[config.mk]
export PLATFORM = sky130hd
export DESIGN_NAME = sdr_rdwr_seq
export DESIGN_NICKNAME = d
export VERILOG_FILES = /design/src/rtl/sdr_seq_pkg.sv /design/src/rtl/sdr_rst_sync.sv /design/src/rtl/sdr_cmd_sched.sv /design/src/rtl/sdr_rd_track.sv /design/src/rtl/sdr_wr_drive.sv /design/src/rtl/sdr_rdwr_seq.sv
export SDC_FILE = /design/constraint.sdc
export NUM_CORES = 1
export LEC_CHECK = 0
export ABC_AREA = 0
export BUFFER_PORTS_ARGS = -buffer_cell sky130_fd_sc_hd__buf_2
export CAP_MARGIN = 25
export CORE_MARGIN = 5
export CORE_UTILIZATION = 47
export CTS_CLUSTER_SIZE = 16
export DETAILED_ROUTE_END_ITERATION = 16
export PLACE_DENSITY = 0.76
export SLEW_MARGIN = 10
export SYNTH_ARGS = -nofsm -noshare
export SYNTH_HDL_FRONTEND = slang
export SYNTH_SLANG_ARGS = --single-unit
[constraint.sdc]
create_clock -name clk -period 3.78 [get_ports clk]
set_clock_uncertainty 0.15 [all_clocks]
set_input_delay 0.756 -clock clk [delete_from_list [all_inputs] [get_ports clk]]
set_output_delay 0.756 -clock clk [all_outputs]
set_load 0.02 [all_outputs]
[src/rtl/sdr_seq_pkg.sv]
package sdr_seq_pkg;

  typedef enum logic [1:0] {
    CMD_NOP   = 2'd0,
    CMD_READ  = 2'd1,
    CMD_WRITE = 2'd2
  } sdr_cmd_e;

  typedef enum logic [1:0] {
    ST_IDLE = 2'd0,
    ST_GAP  = 2'd1,
    ST_MASK = 2'd2
  } sched_st_e;

  // {ras_n, cas_n, we_n}
  function automatic logic [2:0] cmd_pins(sdr_cmd_e c);
    case (c)
      CMD_READ:  cmd_pins = 3'b101;
      CMD_WRITE: cmd_pins = 3'b100;
      default:   cmd_pins = 3'b111;
    endcase
  endfunction

endpackage

[src/rtl/sdr_rst_sync.sv]
module sdr_rst_sync (
  input  logic clk,
  input  logic rst_n,
  output logic rst_s_n
);
  logic [1:0] sync_q;

  always_ff @(posedge clk or negedge rst_n) begin
    if (!rst_n) sync_q <= 2'b00;
    else        sync_q <= {sync_q[0], 1'b1};
  end

  assign rst_s_n = sync_q[1];
endmodule

[src/rtl/sdr_cmd_sched.sv]
module sdr_cmd_sched
  import sdr_seq_pkg::*;
#(
  parameter int COLW  = 8,
  parameter int BAW   = 2,
  parameter int BURST = 4
) (
  input  logic            clk,
  input  logic            rst_n,
  input  logic            cfg_gap,
  input  logic            req_valid,
  input  logic            req_write,
  input  logic [BAW-1:0]  req_bank,
  input  logic [COLW-1:0] req_col,
  input  logic            beat_late,
  input  logic            beat_live,
  output logic            req_ready,
  output logic            issue_rd,
  output logic            issue_wr,
  output sdr_cmd_e        cmd_q,
  output logic [BAW-1:0]  ba_q,
  output logic [COLW-1:0] addr_q,
  output logic            dqm_q
);
  localparam int CW = $clog2(BURST + 3);

  sched_st_e       st_q, st_d;
  logic [CW-1:0]   cnt_q, cnt_d;
  logic            after_rd_q, after_rd_d;
  sdr_cmd_e        cmd_d;
  logic [BAW-1:0]  ba_d;
  logic [COLW-1:0] addr_d;
  logic            dqm_d;
  logic            take_rd, take_wr, fast_ok;
  logic [CW-1:0]   mask_cnt;

  // A write may go at once only when no beat is due from the next cycle
  // on, and, with the gap option, none is on the bus right now.
  assign fast_ok  = !beat_late && !(cfg_gap && beat_live);
  assign mask_cnt = cfg_gap ? CW'(2) : CW'(1);

  always_comb begin
    st_d       = st_q;
    cnt_d      = cnt_q;
    after_rd_d = after_rd_q;
    cmd_d      = CMD_NOP;
    ba_d       = ba_q;
    addr_d     = addr_q;
    dqm_d      = 1'b0;
    take_rd    = 1'b0;
    take_wr    = 1'b0;
    case (st_q)
      ST_MASK: begin
        if (cnt_q != '0) begin
          dqm_d = 1'b1;
          cnt_d = cnt_q - CW'(1);
        end else if (req_valid && req_write) begin
          take_wr = 1'b1;
        end else begin
          st_d = ST_IDLE;
        end
      end
      default: begin
        if (st_q == ST_GAP) begin
          cnt_d = cnt_q - CW'(1);
          if (cnt_q <= CW'(1)) st_d = ST_IDLE;
        end
        if (req_valid && (st_q == ST_IDLE || (after_rd_q && req_write))) begin
          if (!req_write)   take_rd = 1'b1;
          else if (fast_ok) take_wr = 1'b1;
          else begin
            st_d  = ST_MASK;
            cnt_d = mask_cnt;
            dqm_d = 1'b1;
          end
        end
      end
    endcase
    if (take_rd || take_wr) begin
      cmd_d      = take_rd ? CMD_READ : CMD_WRITE;
      ba_d       = req_bank;
      addr_d     = req_col;
      after_rd_d = take_rd;
      st_d       = (BURST > 1) ? ST_GAP : ST_IDLE;
      cnt_d      = CW'(BURST - 1);
    end
  end

  assign req_ready = take_rd || take_wr;
  assign issue_rd  = take_rd;
  assign issue_wr  = take_wr;

  always_ff @(posedge clk or negedge rst_n) begin
    if (!rst_n) begin
      st_q       <= ST_IDLE;
      cnt_q      <= '0;
      after_rd_q <= 1'b0;
      cmd_q      <= CMD_NOP;
      ba_q       <= '0;
      addr_q     <= '0;
      dqm_q      <= 1'b0;
    end else begin
      st_q       <= st_d;
      cnt_q      <= cnt_d;
      after_rd_q <= after_rd_d;
      cmd_q      <= cmd_d;
      dqm_q      <= dqm_d;
      if (take_rd || take_wr) begin
        ba_q   <= ba_d;
        addr_q <= addr_d;
      end
    end
  end

  // while the mask window is still counting, no request is taken
  a_r4_mask_holds: assert property (@(posedge clk) disable iff (!rst_n)
    (st_q == ST_MASK && cnt_q != '0) |-> !req_ready);
endmodule

[src/rtl/sdr_rd_track.sv]
module sdr_rd_track #(
  parameter int DW      = 16,
  parameter int CAS_LAT = 3,
  parameter int BURST   = 4
) (
  input  logic          clk,
  input  logic          rst_n,
  input  logic          issue_rd,
  input  logic          issue_wr,
  input  logic          dqm_now,
  input  logic [DW-1:0] dq_in,
  output logic          beat_live,
  output logic          beat_late,
  output logic          dqm_prev,
  output logic          rd_valid,
  output logic [DW-1:0] rd_data
);
  localparam int DEPTH = CAS_LAT + BURST;

  logic [DEPTH-1:0] beat_q, beat_d;
  logic             dqm_p1_q, dqm_p2_q;
  logic             rd_valid_q;
  logic [DW-1:0]    rd_data_q;

  // beat_q[i]: a read beat is due i cycles from now
  always_comb begin
    beat_d = beat_q >> 1;
    if (issue_rd) begin
      for (int k = 0; k < BURST; k++) beat_d[CAS_LAT + k] = 1'b1;
    end
    if (issue_wr) beat_d = '0;
  end

  assign beat_live = beat_q[0] && !dqm_p2_q;
  assign beat_late = |beat_q[DEPTH-1:1];
  assign dqm_prev  = dqm_p1_q;

  always_ff @(posedge clk or negedge rst_n) begin
    if (!rst_n) begin
      beat_q     <= '0;
      dqm_p1_q   <= 1'b0;
      dqm_p2_q   <= 1'b0;
      rd_valid_q <= 1'b0;
      rd_data_q  <= '0;
    end else begin
      beat_q     <= beat_d;
      dqm_p1_q   <= dqm_now;
      dqm_p2_q   <= dqm_p1_q;
      rd_valid_q <= beat_live;
      if (beat_live) rd_data_q <= dq_in;
    end
  end

  assign rd_valid = rd_valid_q;
  assign rd_data  = rd_data_q;
endmodule

[src/rtl/sdr_wr_drive.sv]
module sdr_wr_drive #(
  parameter int DW    = 16,
  parameter int BURST = 4
) (
  input  logic                clk,
  input  logic                rst_n,
  input  logic                issue_wr,
  input  logic [BURST*DW-1:0] wdata,
  output logic                dq_oe,
  output logic [DW-1:0]       dq_out
);
  localparam int LW = $clog2(BURST + 1);

  logic [BURST*DW-1:0] buf_q, buf_d;
  logic [LW-1:0]       left_q, left_d;
  logic                oe_q, oe_d;
  logic [DW-1:0]       out_q, out_d;

  always_comb begin
    buf_d  = buf_q;
    left_d = left_q;
    oe_d   = 1'b0;
    out_d  = out_q;
    if (issue_wr) begin
      out_d  = wdata[DW-1:0];
      buf_d  = wdata >> DW;
      left_d = LW'(BURST - 1);
      oe_d   = 1'b1;
    end else if (left_q != '0) begin
      out_d  = buf_q[DW-1:0];
      buf_d  = buf_q >> DW;
      left_d = left_q - LW'(1);
      oe_d   = 1'b1;
    end
  end

  always_ff @(posedge clk or negedge rst_n) begin
    if (!rst_n) begin
      buf_q  <= '0;
      left_q <= '0;
      oe_q   <= 1'b0;
      out_q  <= '0;
    end else begin
      left_q <= left_d;
      oe_q   <= oe_d;
      if (oe_d) begin
        buf_q <= buf_d;
        out_q <= out_d;
      end
    end
  end

  assign dq_oe  = oe_q;
  assign dq_out = out_q;
endmodule

[src/rtl/sdr_rdwr_seq.sv]
module sdr_rdwr_seq
  import sdr_seq_pkg::*;
#(
  parameter int DW      = 16,
  parameter int COLW    = 8,
  parameter int BAW     = 2,
  parameter int CAS_LAT = 3,
  parameter int BURST   = 4
) (
  input  logic                clk,
  input  logic                rst_n,
  input  logic                cfg_gap,
  input  logic                req_valid,
  input  logic                req_write,
  input  logic [BAW-1:0]      req_bank,
  input  logic [COLW-1:0]     req_col,
  input  logic [BURST*DW-1:0] req_wdata,
  output logic                req_ready,
  output logic                sd_cs_n,
  output logic                sd_ras_n,
  output logic                sd_cas_n,
  output logic                sd_we_n,
  output logic [BAW-1:0]      sd_ba,
  output logic [COLW-1:0]     sd_addr,
  output logic                sd_dqm,
  output logic [DW-1:0]       sd_dq_out,
  output logic                sd_dq_oe,
  input  logic [DW-1:0]       sd_dq_in,
  output logic                rd_valid,
  output logic [DW-1:0]       rd_data
);
  logic     rst_s_n;
  logic     issue_rd, issue_wr;
  logic     beat_live, beat_late, dqm_prev;
  sdr_cmd_e cmd_q;

  sdr_rst_sync u_rst (.clk(clk), .rst_n(rst_n), .rst_s_n(rst_s_n));

  sdr_cmd_sched #(.COLW(COLW), .BAW(BAW), .BURST(BURST)) u_sched (
    .clk(clk), .rst_n(rst_s_n), .cfg_gap(cfg_gap),
    .req_valid(req_valid), .req_write(req_write),
    .req_bank(req_bank), .req_col(req_col),
    .beat_late(beat_late), .beat_live(beat_live),
    .req_ready(req_ready), .issue_rd(issue_rd), .issue_wr(issue_wr),
    .cmd_q(cmd_q), .ba_q(sd_ba), .addr_q(sd_addr), .dqm_q(sd_dqm)
  );

  sdr_rd_track #(.DW(DW), .CAS_LAT(CAS_LAT), .BURST(BURST)) u_track (
    .clk(clk), .rst_n(rst_s_n), .issue_rd(issue_rd), .issue_wr(issue_wr),
    .dqm_now(sd_dqm), .dq_in(sd_dq_in),
    .beat_live(beat_live), .beat_late(beat_late), .dqm_prev(dqm_prev),
    .rd_valid(rd_valid), .rd_data(rd_data)
  );

  sdr_wr_drive #(.DW(DW), .BURST(BURST)) u_wr (
    .clk(clk), .rst_n(rst_s_n), .issue_wr(issue_wr), .wdata(req_wdata),
    .dq_oe(sd_dq_oe), .dq_out(sd_dq_out)
  );

  assign sd_cs_n = 1'b0;
  assign {sd_ras_n, sd_cas_n, sd_we_n} = cmd_pins(cmd_q);

  // the controller never drives while an unmasked beat is on the bus
  a_r8_no_contention: assert property (@(posedge clk) disable iff (!rst_s_n)
    !(sd_dq_oe && beat_live));

  // a write that cuts a burst has the mask high on the two prior cycles
  a_r6_mask_ahead: assert property (@(posedge clk) disable iff (!rst_s_n)
    (issue_wr && beat_late) |-> (sd_dqm && dqm_prev));

  // with the gap option, the cycle before the write is quiet
  a_r7_quiet_cycle: assert property (@(posedge clk) disable iff (!rst_s_n)
    (issue_wr && cfg_gap) |-> !beat_live);

  // write words are never masked
  a_r5_write_unmasked: assert property (@(posedge clk) disable iff (!rst_s_n)
    sd_dq_oe |-> !sd_dqm);
endmodule

## Word level (Yosys, flattened, before mapping)

Index checks and enable logic that the tools add are counted.

| operators by class | value |
|---|---|
| equal/unequal tests | 7 |
| magnitude comparators | 1 |
| $add $sub $neg | 2 |
| reductions and logical operators | 18 |
| mux-type cells | 44 |

Operators by type and width:

| kind | number |
|---|---|
| $mux W64 | 2 |
| $mux W16 | 2 |
| $mux W3 | 9 |
| $mux W2 | 12 |
| $mux W1 | 16 |
| $mux W7 | 1 |
| $logic_and A1 B1 Y1 | 6 |
| $ne A3 B3 Y1 const B | 2 |
| $reduce_bool A3 Y1 | 2 |
| $reduce_or A6 Y1 | 1 |
| $sub A3 B1 Y3 const B | 2 |
| $eq A2 B1 Y1 const B | 2 |
| $eq A2 B2 Y1 const B | 2 |
| $mux W4 | 1 |
| $pmux W2 S2 | 1 |
| $reduce_and A2 Y1 | 2 |
| $le A3 B1 Y1 const B | 1 |
| $logic_not A1 Y1 | 3 |
| $ne A3 B2 Y1 const B | 1 |
| $logic_not A2 Y1 | 1 |
| $logic_or A1 B1 Y1 | 2 |
| $reduce_bool A2 Y1 | 1 |

| word-level totals | value |
|---|---|
| output and inout bits | 50 |
| bits of input ports | 95 |
| register bits | 131 |
| word-level logic and storage cells | 89 |

## Logic depth before layout (Yosys ltp)

Gate-level depths: netlist of the first run.

| depth | value |
|---|---|
| depth in word-level cells | 12 |
| mapped depth | 10 |
| gate-level depth less buffers | 8 |

## Cells and area by module

From an unflattened synthesis of the first run, not the netlist that was laid out.

| second synthesis, totals | value |
|---|---|
| cell total of the unflattened synthesis | 462 |
| area total of the unflattened synthesis | 5,223.8 sq um |

By module, submodules not included:

| module | cells each | area each (sq um) | times used | seq. area each (sq um) |
|---|---|---|---|---|
| sdr_wr_drive | 296 | 3,083.0 | 1 | 1,701.6 |
| sdr_cmd_sched | 98 | 1,073.5 | 1 | 475.5 |
| sdr_rd_track | 58 | 970.9 | 1 | 650.6 |
| sdr_rst_sync | 3 | 53.8 | 1 | 50.0 |
| sdr_rdwr_seq | 7 | 42.5 | 1 | 0.0 |

## Least setup slack after synthesis of the first run

No wires, ideal clock.

| path | value |
|---|---|
| kind | input -> output |
| start point | input port req_write |
| end point | output port req_ready |
| data required time | 2.874 ns |
| cell stages on the path | 6 |
| buffers on the path | 0 |
| arrival | 1.823 ns |
| path slack | 1.051 ns |
| path through | and2_1 o21a_1 a32oi_4 clkinv_2 nor2_2 inv_1 |

| on the way | value |
|---|---|
| cells in the longest elaborated chain, start to end | 6 |
| elaborated cells between the ends (all ways) | 13 |
| classes of those cells | mux: 8; reduce/logical: 5 |

RTL lines:

| element | RTL line | text |
|---|---|---|
| from (decl) | sdr_rdwr_seq.sv:14 | `input logic req_write,` |
| $logic_and A1 B1 Y1 | sdr_cmd_sched.sv:68 | `if (req_valid && (st_q == ST_IDLE \|\| (after_rd_q && req_write))) begin` |
| $logic_or A1 B1 Y1 | sdr_cmd_sched.sv:68 |  |
| $logic_and A1 B1 Y1 | sdr_cmd_sched.sv:68 |  |
| $mux W1 | sdr_cmd_sched.sv:68 |  |
| $mux W1 | sdr_cmd_sched.sv:52 | `case (st_q)` |
| $logic_or A1 B1 Y1 * | sdr_cmd_sched.sv:89 | `assign req_ready = take_rd \|\| take_wr;` |
| to (decl) | sdr_rdwr_seq.sv:18 | `output logic req_ready,` |

Mark *: on every way between the ends. The rest lies on a longest branch, timed or not.

## Worst setup path in the final report of the first run

| path | value |
|---|---|
| start point | register u_track.beat_q[2] |
| end point | output port req_ready |

| on the way | value |
|---|---|
| cells in the longest elaborated chain, start to end | 8 |

RTL lines:

| element | RTL line | text |
|---|---|---|
| from (decl) | sdr_rd_track.sv:20 | `logic [DEPTH-1:0] beat_q, beat_d;` |
| from (signal assigned) | sdr_rd_track.sv:46 | `beat_q <= beat_d;` |
| $reduce_or A6 Y1 | sdr_rd_track.sv:35 | `assign beat_late = \|beat_q[DEPTH-1:1];` |
| $logic_not A1 Y1 | sdr_cmd_sched.sv:39 | `assign fast_ok = !beat_late && !(cfg_gap && beat_live);` |
| $logic_and A1 B1 Y1 | sdr_cmd_sched.sv:39 |  |
| $mux W1 | sdr_cmd_sched.sv:70 | `else if (fast_ok) take_wr = 1'b1;` |
| $mux W1 | sdr_cmd_sched.sv:69 | `if (!req_write) take_rd = 1'b1;` |
| $mux W1 | sdr_cmd_sched.sv:68 |  |
| $mux W1 | sdr_cmd_sched.sv:52 |  |
| $logic_or A1 B1 Y1 | sdr_cmd_sched.sv:89 |  |

No other way between the ends.

==> metrics.md, run 1 <==
| Metric | Value |
|---|---|
| Crit path DAT | roughly 2.3 ns |
| Max-cap viol count | 0 |
| EDFF count, synth | 0 |
| Power Internal | around 3.3 mW |
| Clk_lat worst skew | 0.51 ns |
| Initial Util | 0.484 |
| Core area | 10400 sq um |
| Sequential share of power | 0.375 |
| WP buf/inv | 3 |
| Antenna violations before repair | 1 |
| Fin area | 6430 sq um |
| Logic pwr share | 0.347 |
| Largest net degree at the start of global routing | 115 |
| Die Y | 113 um |
| Avg Synthesized Cell Area | 10.6 sq um |
| Share of post-route cells with drive strength above 1 | 0.324 |
| CP Class | reg -> out |
| Total CTS buffers | 17 |
| Worst-margin pin slew | 0.958 ns |
| Achievable Freq | 308 MHz |
| 1st-pass router iterations | 4 |
| Post-synthesis sequential area ratio | 0.573 |
| Commonest non-fill, non-tap cell in the layout | buf_2 |
| IO buf count | 142 |
| Critical path capture point type | output pin |
| Post-route ant nets | 0 |
| CP top delay family | simple AND/OR/NAND/NOR gates |
| Max stage delay cell, worst path | or4_4 |
| Setup-failing EPs final | 0 |
| Period utilisation layout | 0.858 |
| Fin. max-slew vios | 0 |
| Worst-path clk slew | 0.06 ns |
| DRT iter0 DRCs | 260 |
| Setup_tns | 0 ns |
| Die area | 12800 sq um |
| Clk root buf | clkbuf_8 |
| # diodes | 0 |
| Most frequent cells in the layout | 142 x buf_2, 133 x nand2_1, 114 x dfrtp_1 |
| Cells after Synth | 473 |
| Post-CTS setup buffer count | 0 |
| Final worst path period need | 3.24 ns |
| I/O Pins | between 100 and 150 |
| Crit-path cells | or4_4 -> a2111oi_4 -> a32oi_4 -> clkinv_2 -> nor2_2 -> inv_1 -> buf_2 |
| Hold Fails Final Rpt | 0 |
| CP Max Fanout | 3 |
| Synth-to-layout area growth | 28.1% |
| Worst path required time | 2.87 ns |
| Wire per inst | 15.2 um |
| Routed wire length | between 10000 and 15000 um |
| Hold crit path type | reg -> async |
| Post-synthesis cell type count | between 40 and 50 |
| Final GP Congestion | 0.815 |
| VDD IR max | roughly 0.48 mV |
| Synth Warn # | 0 |
| Resized Gates After CTS | 0 |
| Primary FF master, synth | dfrtp_1 |
| Vias per cell | 4.97 |
| Overall routing resource usage | 0.187 |
| RSZ-0062 raised after global routing | false |
| Clock Path Buffers | 2 |
| Outcome | completed |
| Post-Place Cell Area | around 5800 sq um |
| Final HPWL DP | 7980 um |
| CTS tree | built |
| Vias | 3795 |
| Pwr per Cell Area | 826 nW/um^2 |
| CTS Sinks | 115 |
| Clk pwr share | 0.278 |
| Post-Synthesis Cell Area | 5020 sq um |
| Total congestion overflow | 0 |
| Lkg Pwr | between 3 and 4 nW |
| #FFs+latches synth | approximately 120 |
| Die Width | 113 um |
| Row Count | 37 |
| Nets@finish | 715 |
| Async set or reset register ratio after synthesis | 1.00 |
| First-pass GRT wire length | 19300 um |
| Slew HR | 0.362 |
| DRC | 0 |
| CTS Hold Bufs | 1 |
| Delay of the slowest critical-path stage | around 0.55 ns |
| Htree depth | 4 |
| NetSw | 1.97 mW |
| Net Sw Frac | 0.371 |
| Vias in the first global route | 3960 |
| Startpoint Class | flop |
-- area by class of cell --
cell class,instances,area [sq um]
clock buffer,17,414
clock inverter,15,141
fill,842,3940
inverter,11,42.5
multi-input combinational,318,1960
sequential,115,2880
tap,136,170
timing repair buffer,151,821
-- worst register-to-register path: stages (launching register included) --
cell and delay, ns:
dfrtp_1 0.37, or4_4 0.55, a2111oi_4 0.43, a32oi_4 0.09, clkinv_2 0.08, buf_4 0.72
o21ai_0 0.30
-- power by group through the flow --
stage / Sequential [mW] / Clock, mW / Combinational [mW]
floorplan: 2.22 / 0 / 1.05
global placement: 1.99 / 0 / 1.75
detailed placement: 2.02 / 0 / 1.83
CTS: 2.00 / 1.51 / 1.84
global route: 2.05 / 1.58 / 2.03
finish: 1.99 / 1.48 / 1.84
-- kinds of logic (layout without fill, tap and decap cells) --
logic type | Yosys count | in the layout | share of synthesized area
XOR/XNOR | 3 | 3 | 0.00524
AND/OR/NAND/NOR | 174 | 174 | 0.149
adder cells (fa/ha/maj) | 6 | 6 | 0.0150
AO/OA/AOI/OAI | 72 | 72 | 0.0885
buffers and inverters | 41 | 194 | 0.0394
flip-flops | 115 | 115 | 0.573
multiplexers | 60 | 60 | 0.128
other | 2 | 3 | 0.00150
-- sequential cells by signal (all words and copies together) (netlist names), 3 cells and up --
| name | cells |
|---|---|
| u_wr.buf_q | 48 |
| u_track.rd_data | 16 |
| u_sched.cnt_q | 3 |
| u_wr.dq_out | 16 |
| u_track.beat_q | 7 |
| u_sched.addr_q | 8 |
| u_wr.left_q | 3 |
-- path summary, 6_finish.rpt --
check / from / end / slack (ns) / cells after the start
setup / recovery: u_track.beat_q[2]$_DFF_PN0_ / req_ready / 0.54 / 7
hold / removal: u_rst.sync_q[1]$_DFF_PN0_ / u_wr.buf_q[45]$_DFFE_PN0P_ / 0.11 / 0
setup reg to reg: u_track.beat_q[2]$_DFF_PN0_ / u_wr.dq_out[14]$_DFFE_PN0P_ / 0.92 / 6
hold reg to reg: u_rst.sync_q[1]$_DFF_PN0_ / u_wr.buf_q[45]$_DFFE_PN0P_ / 0.11 / 0
max in group asynchronous: u_rst.sync_q[1]$_DFF_PN0_ / u_track.rd_data[15]$_DFFE_PN0N_ / 2.45 / 2
min in group clk: u_track.dqm_prev$_DFF_PN0_ / u_track.dqm_p2_q$_DFF_PN0_ / 0.20 / 0
-- layer usage --
layer	routed length, um	GRT usage	up-vias	part of all wire
met5	13	0	-	0.0011
met4	192	0.0753	2	0.017
met3	662	0.0513	19	0.057
met2	5570	0.294	108	0.48
met1	5130	0.247	1795	0.44
li1	-	-	1871	-
-- per-stage QoR --
stage	total power [mW]	cells	util	hold WS, ns	setup slack, ns
6_report	5.31	763	0.620	0.108	0.537
2_1_floorplan	3.27	474	-	0.181	0.189
3_3_place_gp	3.74	728	0.560	0.191	1.05
5_1_grt	5.66	763	0.620	0.150	0.423
3_5_place_dp	3.84	728	0.560	0.187	0.917
4_1_cts	5.35	761	0.615	0.197	0.505
-- Yosys cell counts, drive strengths merged (3+ instances only) --
library cell,n,area (sq um)
clkbuf,14,52.6
a21o,4,30.0
nand3,16,80.1
mux2i,49,490
mux2,11,154
nor2,8,32.5
nand2b,3,18.8
inv,10,37.5
dfrtp,115,2880
o21ai,54,270
nand2,133,499
a21oi,4,20.0
buf,16,103
and2,5,31.3
ha,6,75.1
No activity file was read; power rests on OpenSTA's default activity.
==> run 2: changes to the inputs <==
--- a/config.mk
+++ b/config.mk
@@ -8,7 +8,7 @@
 export ABC_AREA = 0
 export BUFFER_PORTS_ARGS = -buffer_cell sky130_fd_sc_hd__buf_2
 export CAP_MARGIN = 25
-export CORE_MARGIN = 5
+export CORE_MARGIN = 3
 export CORE_UTILIZATION = 47
 export CTS_CLUSTER_SIZE = 16
 export DETAILED_ROUTE_END_ITERATION = 16
==> run 2 against run 1 <==
Clock power is 11% higher. Combinational power about the same. Via count is 0.66% higher. Highest routed layer is now met4.
==> metrics.md, run 2 (synthesized netlist as in run 1, its figures left out) <==
| Metric | Value |
|---|---|
| Power Internal | 3.55 mW (+6.4%) |
| First-pass GRT wire length | 17800 um (-7.8%) |
| Total congestion overflow | 0 (unchanged) |
| Post-CTS setup buffer count | 0 (unchanged) |
| Post-route ant nets | 0 (unchanged) |
| Net Sw Frac | 0.350 (-0.0213) |
| Htree depth | 4 (unchanged) |
| Placed cell count | 728 (unchanged) |
| Achievable Freq | 308 MHz (about the same) |
| Nets@finish | 714 (-0.14%) |
| Hold Fails Final Rpt | 0 (unchanged) |
| Logic pwr share | 0.335 (-0.012) |
| FILL cells | 834 (-0.95%) |
| IO buf count | 142 (unchanged) |
| Routed wire length | 11100 um (-3.7%) |
| Slew HR | 0.350 (-0.0117) |
| Final worst path period need | 3.24 ns (-0.0000730 ns) |
| CTS Sinks | 115 (unchanged) |
| NetSw | 1.91 mW (-3.0%) |
| Clk pwr share | 0.302 (+0.024) |
| Wire per inst | 14.6 um (-3.5%) |
| Fin. max-slew vios | 0 (unchanged) |
| Worst path required time | 2.87 ns (about the same) |
| Most frequent cells in the layout | 142 x buf_2, 133 x nand2_1, 114 x dfrtp_1 |
| Register Area | 2880 sq um (unchanged) |
| Core area | 10400 sq um (unchanged) |
| Die area | 12000 sq um (-6.9%) |
| Vias per cell | 5.01 (+0.79%) |
| Overall routing resource usage | 0.190 (+0.00300) |
| Initial Util | 0.484 (unchanged) |
| Crit path DAT | 2.34 ns (about the same) |
| CTS tree | built |
| Die Width | 109 um (-3.5%) |
| Setup-failing EPs final | 0 (unchanged) |
| Final HPWL DP | 7600 um (-4.8%) |
| Largest register by flop count | u_wr.buf_q |
| Clk_lat worst skew | 0.50 ns (about the same) |
| Lkg Pwr | 3.26 nW (+0.18%) |
| DRT iter0 DRCs | 253 (-2.7%) |
| CP Max Fanout | 3 (unchanged) |
| I/O Pins | 145 (unchanged) |
| Largest net degree at the start of global routing | 115 (unchanged) |
| Setup_tns | 0 ns (unchanged) |
| VDD IR max | 0.428 mV (-12%) |
| Total CTS buffers | 17 (unchanged) |
| Max-cap viol count | 0 (unchanged) |
| 1st-pass router iterations | 5 (+1) |
| Vias in the first global route | 3696 (-6.7%) |
| Commonest non-fill, non-tap cell in the layout | buf_2 |
| Clk root buf | clkbuf_8 |
| RSZ-0062 raised after global routing | false |
| Synth-to-layout area growth | 28.8% |
| Critical path capture point type | output pin |
| Period utilisation layout | 0.858 (about the same) |
| Vias | 3820 (+0.66%) |
| Sequential share of power | 0.363 (-0.012) |
| Pwr per Cell Area | 845 nW/um^2 (+2.4%) |
| Worst-margin pin slew | 0.975 ns (+0.0175 ns) |
| CP Class | reg -> out |
| # diodes | 0 (unchanged) |
| Die Y | 109 um (-3.5%) |
| Multi-input logic area | 1960 sq um (unchanged) |
| Worst-path clk slew | 0.06 ns (about the same) |
| DRC | 0 (unchanged) |
| Largest register FFs | 48 (unchanged) |
| Outcome | completed |
| Resized Gates After CTS | 0 (unchanged) |
| Post-Layout Cell Count | 762 (-0.13%) |
| Share of post-route cells with drive strength above 1 | 0.321 (-0.00268) |
| Antenna violations before repair | 0 (-1) |
| Hold crit path type | reg -> async |
| Clock Path Buffers | 2 (unchanged) |
| Startpoint Class | flop |
| Final GP Congestion | 0.766 (-6.0%) |
| Row Count | 37 (unchanged) |
[run 2: changes by cell type in the layout (fill, tap and decap cells not counted), sizes merged]
cell	previous run	this run
buf	150	149
clkbuf	17	20
clkinvlp	3	5
bufinv	1	4
inv	19	10
clkinv	3	4
[run 2: layout make-up]
cell class	count	area share
clock buffer	20	0.0689
clock inverter	12	0.0279
inverter	11	0.00658
multi-input combinational	318	0.303
sequential	115	0.446
tap	136	0.0263
timing repair buffer	150	0.122
[run 2: repair_timing]
action,in CTS,in global routing
setup endpoints to repair,0,0
hold endpoints to repair,2,0
hold buffers,1,0
[run 2: final timing paths]
check / startpoint / end / slack (ns) / cells after the start
max: u_track.beat_q[2]$_DFF_PN0_ / req_ready / 0.54 / 7
min: u_rst.sync_q[1]$_DFF_PN0_ / u_wr.dq_oe$_DFF_PN0_ / 0.20 / 0
max reg2reg: u_track.beat_q[2]$_DFF_PN0_ / u_wr.dq_out[3]$_DFFE_PN0P_ / 0.92 / 6
min reg2reg: u_rst.sync_q[1]$_DFF_PN0_ / u_wr.dq_oe$_DFF_PN0_ / 0.20 / 0
max in group asynchronous: u_rst.sync_q[1]$_DFF_PN0_ / u_wr.dq_out[5]$_DFFE_PN0P_ / 2.38 / 1
min in group clk: u_rst.sync_q[0]$_DFF_PN0_ / u_rst.sync_q[1]$_DFF_PN0_ / 0.20 / 0
[run 2: layer usage]
layer	vias to the layer above	share of wire	global-route usage	wire length, um
li1	1865	-	-	-
met1	1820	0.46	0.268	5080
met2	118	0.46	0.283	5150
met3	17	0.059	0.0452	662
met4	0	0.022	0.0784	244
met5	-	0	0	0
[run 2: power by group through the flow]
stage / sequential, mW / clock, mW / combinational (mW)
global placement: 1.98 / 0 / 1.76
floorplan: 2.22 / 0 / 1.05
detailed placement: 2.00 / 0 / 1.82
CTS: 1.99 / 1.69 / 1.83
finish: 1.98 / 1.65 / 1.83
global route: 2.04 / 1.75 / 2.02
[run 2: critical path, stage by stage (launching register included)]
cell and delay (ns):
dfrtp_1 0.37, or4_4 0.56, a2111oi_4 0.42, a32oi_4 0.09, clkinv_2 0.08, nor2_2 0.04
inv_1 0.12, buf_2 0.17
[run 2: per-stage QoR]
stage / total power, mW / utilization / setup slack, ns / cell area [sq um] / hold slack [ns]
after floorplan: 3.27 / - / 0.189 / 5020 / 0.181
after global placement: 3.74 / 0.560 / 1.05 / 5810 / 0.188
after detailed placement: 3.82 / 0.560 / 0.945 / 5810 / 0.192
after CTS: 5.50 / 0.622 / 0.513 / 6450 / 0.205
after global routing: 5.82 / 0.624 / 0.397 / 6470 / 0.209
final: 5.46 / 0.624 / 0.537 / 6470 / 0.195
==> run 3: changes to the inputs <==
--- a/config.mk
+++ b/config.mk
@@ -8,11 +8,11 @@
 export ABC_AREA = 0
 export BUFFER_PORTS_ARGS = -buffer_cell sky130_fd_sc_hd__buf_2
 export CAP_MARGIN = 25
-export CORE_MARGIN = 3
-export CORE_UTILIZATION = 47
+export CORE_MARGIN = 10
+export CORE_UTILIZATION = 50
 export CTS_CLUSTER_SIZE = 16
 export DETAILED_ROUTE_END_ITERATION = 16
-export PLACE_DENSITY = 0.76
+export PLACE_DENSITY = 0.77
 export SLEW_MARGIN = 10
 export SYNTH_ARGS = -nofsm -noshare
 export SYNTH_HDL_FRONTEND = slang
==> constraint.sdc (replaced) <==
create_clock -name clk -period 3.7 [get_ports clk]
set_clock_uncertainty 0.15 [all_clocks]
set_input_delay 0.74 -clock clk [delete_from_list [all_inputs] [get_ports clk]]
set_output_delay 0.74 -clock clk [all_outputs]
set_load 0.02 [all_outputs]
==> run 3 against run 2 <==
Sequential share of layout area is 0.37 points higher. Register-to-register slack worse by 0.04 ns. Cell count is 0.39% lower. Sequential cell count stayed put. Cell area is 0.83% lower. Global-route usage is 1.9 points lower. Count of clock-buffer cells in the layout is 6 higher. Sequential power is 3% higher. Critical endpoint unchanged. Largest power group unchanged.
==> metrics.md, run 3 (synthesized netlist as in run 1, its figures left out) <==
| Metric | Value |
|---|---|
| Outcome | completed |
| Antenna violations before repair | 4 (+4) |
| Total CTS buffers | 17 (unchanged) |
| Die area | 14400 sq um (+21%) |
| Max stage delay cell, worst path | or4_4 |
| DRC | 0 (unchanged) |
| Lkg Pwr | 3.26 nW (about the same) |
| Fin area | 6410 sq um (-0.83%) |
| Crit-path cells | or4_4 -> a2111oi_4 -> a32oi_4 -> clkinv_2 -> nor2_2 -> inv_1 -> buf_2 |
| Vias in the first global route | 4095 (+11%) |
| Startpoint Class | flop |
| Fin. max-slew vios | 0 (unchanged) |
| 1st-pass router iterations | 4 (-1) |
| Post-Place Cell Area | 5810 sq um (about the same) |
| CP Class | reg -> out |
| Die Y | 120 um (+9.9%) |
| Post-route ant nets | 0 (unchanged) |
| Hold crit path type | reg -> reg |
| I/O Pins | 145 (unchanged) |
| Post-CTS setup buffer count | 0 (unchanged) |
| Slew HR | 0.366 (+0.0159) |
| CTS Sinks | 115 (unchanged) |
| Resized Gates After CTS | 0 (unchanged) |
| Overall routing resource usage | 0.171 (-0.0187) |
| Most frequent cells in the layout | 142 x buf_2, 133 x nand2_1, 114 x dfrtp_1 |
| Largest register by flop count | u_wr.buf_q |
| Achievable Freq | 311 MHz |
| Worst path required time | 2.81 ns (-0.06 ns) |
| Core area | 9770 sq um (-5.7%) |
| Setup-failing EPs final | 0 (unchanged) |
| Largest net degree at the start of global routing | 115 (unchanged) |
| Total Power | 5.44 mW (-0.41%) |
| Pwr per Cell Area | 849 nW/um^2 (+0.43%) |
| Crit path DAT | 2.32 ns (-0.02 ns) |
| CP Max Fanout | 3 (unchanged) |
| Commonest non-fill, non-tap cell in the layout | buf_2 |
| Vias | 3827 (+0.18%) |
| Hold Fails Final Rpt | 0 (unchanged) |
| Htree depth | 4 (unchanged) |
| Final HPWL DP | 8730 um (+15%) |
| Max-cap viol count | 0 (unchanged) |
| VDD IR max | 0.500 mV (+17%) |
| Row Count | 36 (-2.7%) |
| Critical path capture point type | output pin |
| Delay of the slowest critical-path stage | 0.55 ns (about the same) |
| Clk root buf | clkbuf_8 |
| First-pass GRT wire length | 20000 um (+12%) |
| Initial Util | 0.514 (+0.0295) |
| FILL cells | 807 (-3.2%) |
| Clk_lat worst skew | 0.51 ns (about the same) |
| DRT iter0 DRCs | 330 (+30%) |
| Die Width | 120 um (+9.9%) |
| Worst-path clk slew | 0.05 ns (about the same) |
| Final GP Congestion | 0.858 (+12%) |
| Wire per inst | 16.2 um (+11%) |
| CTS tree | built |
| Setup_tns | 0 ns (unchanged) |
| RSZ-0062 raised after global routing | false |
| CTS Hold Bufs | 1 (unchanged) |
| Nets@finish | 714 (unchanged) |
| Share of post-route cells with drive strength above 1 | 0.317 (-0.00378) |
| Placed cell count | 725 (-0.41%) |
| Vias per cell | 5.04 (+0.58%) |
| Worst-margin pin slew | 0.951 ns (-0.0239 ns) |
| Synth-to-layout area growth | 27.7% |
| Routed wire length | 12300 um (+10%) |
| Total congestion overflow | 0 (unchanged) |
| Period utilisation layout | 0.869 |
| Clock Path Buffers | 2 (unchanged) |
| Final worst path period need | 3.21 ns |
| Post-Layout Cell Count | 759 (-0.39%) |
| IO buf count | 142 (unchanged) |
| Largest register FFs | 48 (unchanged) |
run 3: changes by cell type in the layout (fill, tap and decap cells not counted), sizes merged:
cell,before,now
clkbuf,20,26
diode,0,2
bufinv,4,1
clkinvlp,5,0
run 3: layout make-up:
class | count | area [sq um] | share of cell area
sequential | 115 | 2880 | 0.449
multi-input combinational | 318 | 1960 | 0.306
timing repair buffer | 150 | 793 | 0.124
clock buffer | 26 | 518 | 0.0808
tap | 133 | 166 | 0.0260
clock inverter | 4 | 45.0 | 0.00702
inverter | 11 | 42.5 | 0.00663
antenna | 2 | 5.00 | 0.000780
run 3: worst max-delay path, delay by kind of cell, from the launching register on:
family | cells | cell delay [ns]
AND/OR/NAND/NOR | 2 | 0.59
AO/OA/AOI/OAI | 2 | 0.51
flip-flops | 1 | 0.37
buffers and inverters | 3 | 0.35
run 3: metal layers:
metal	vias up	share of wire	global-route usage
met2	116	0.49	0.281
met1	1831	0.41	0.196
met4	4	0.012	0.0618
met5	-	0.0025	0
li1	1858	-	-
met3	18	0.085	0.0758
run 3: path summary, 6_finish.rpt:
path | start | end | slack (ns) | cells past startpoint
worst max register to register | u_track.beat_q[2]$_DFF_PN0_ | u_wr.buf_q[7]$_DFFE_PN0P_ | 0.88 | 6
worst min-delay path | u_rst.sync_q[0]$_DFF_PN0_ | u_rst.sync_q[1]$_DFF_PN0_ | 0.20 | 0
max in group asynchronous | u_rst.sync_q[1]$_DFF_PN0_ | u_track.rd_data[14]$_DFFE_PN0N_ | 2.28 | 1
worst min register to register | u_rst.sync_q[0]$_DFF_PN0_ | u_rst.sync_q[1]$_DFF_PN0_ | 0.20 | 0
worst max-delay path | u_track.beat_q[2]$_DFF_PN0_ | req_ready | 0.49 | 7
min in group asynchronous | u_rst.sync_q[1]$_DFF_PN0_ | u_wr.buf_q[32]$_DFFE_PN0P_ | 0.23 | 0
run 3: per-stage QoR:
stage               hold WS, ns   util  worst slack [ns]
floorplan                 0.181      -             0.109
global placement          0.187  0.594             0.993
detailed placement        0.185  0.594             0.869
CTS                       0.197  0.653             0.448
global route              0.216  0.656             0.346
finish                    0.196  0.656             0.486
run 3: power by group:
part | switching [mW] | total (mW) | internal [mW]
clock | 0.522 | 1.53 | 1.00
combinational | 1.11 | 1.89 | 0.779
sequential | 0.305 | 2.03 | 1.73
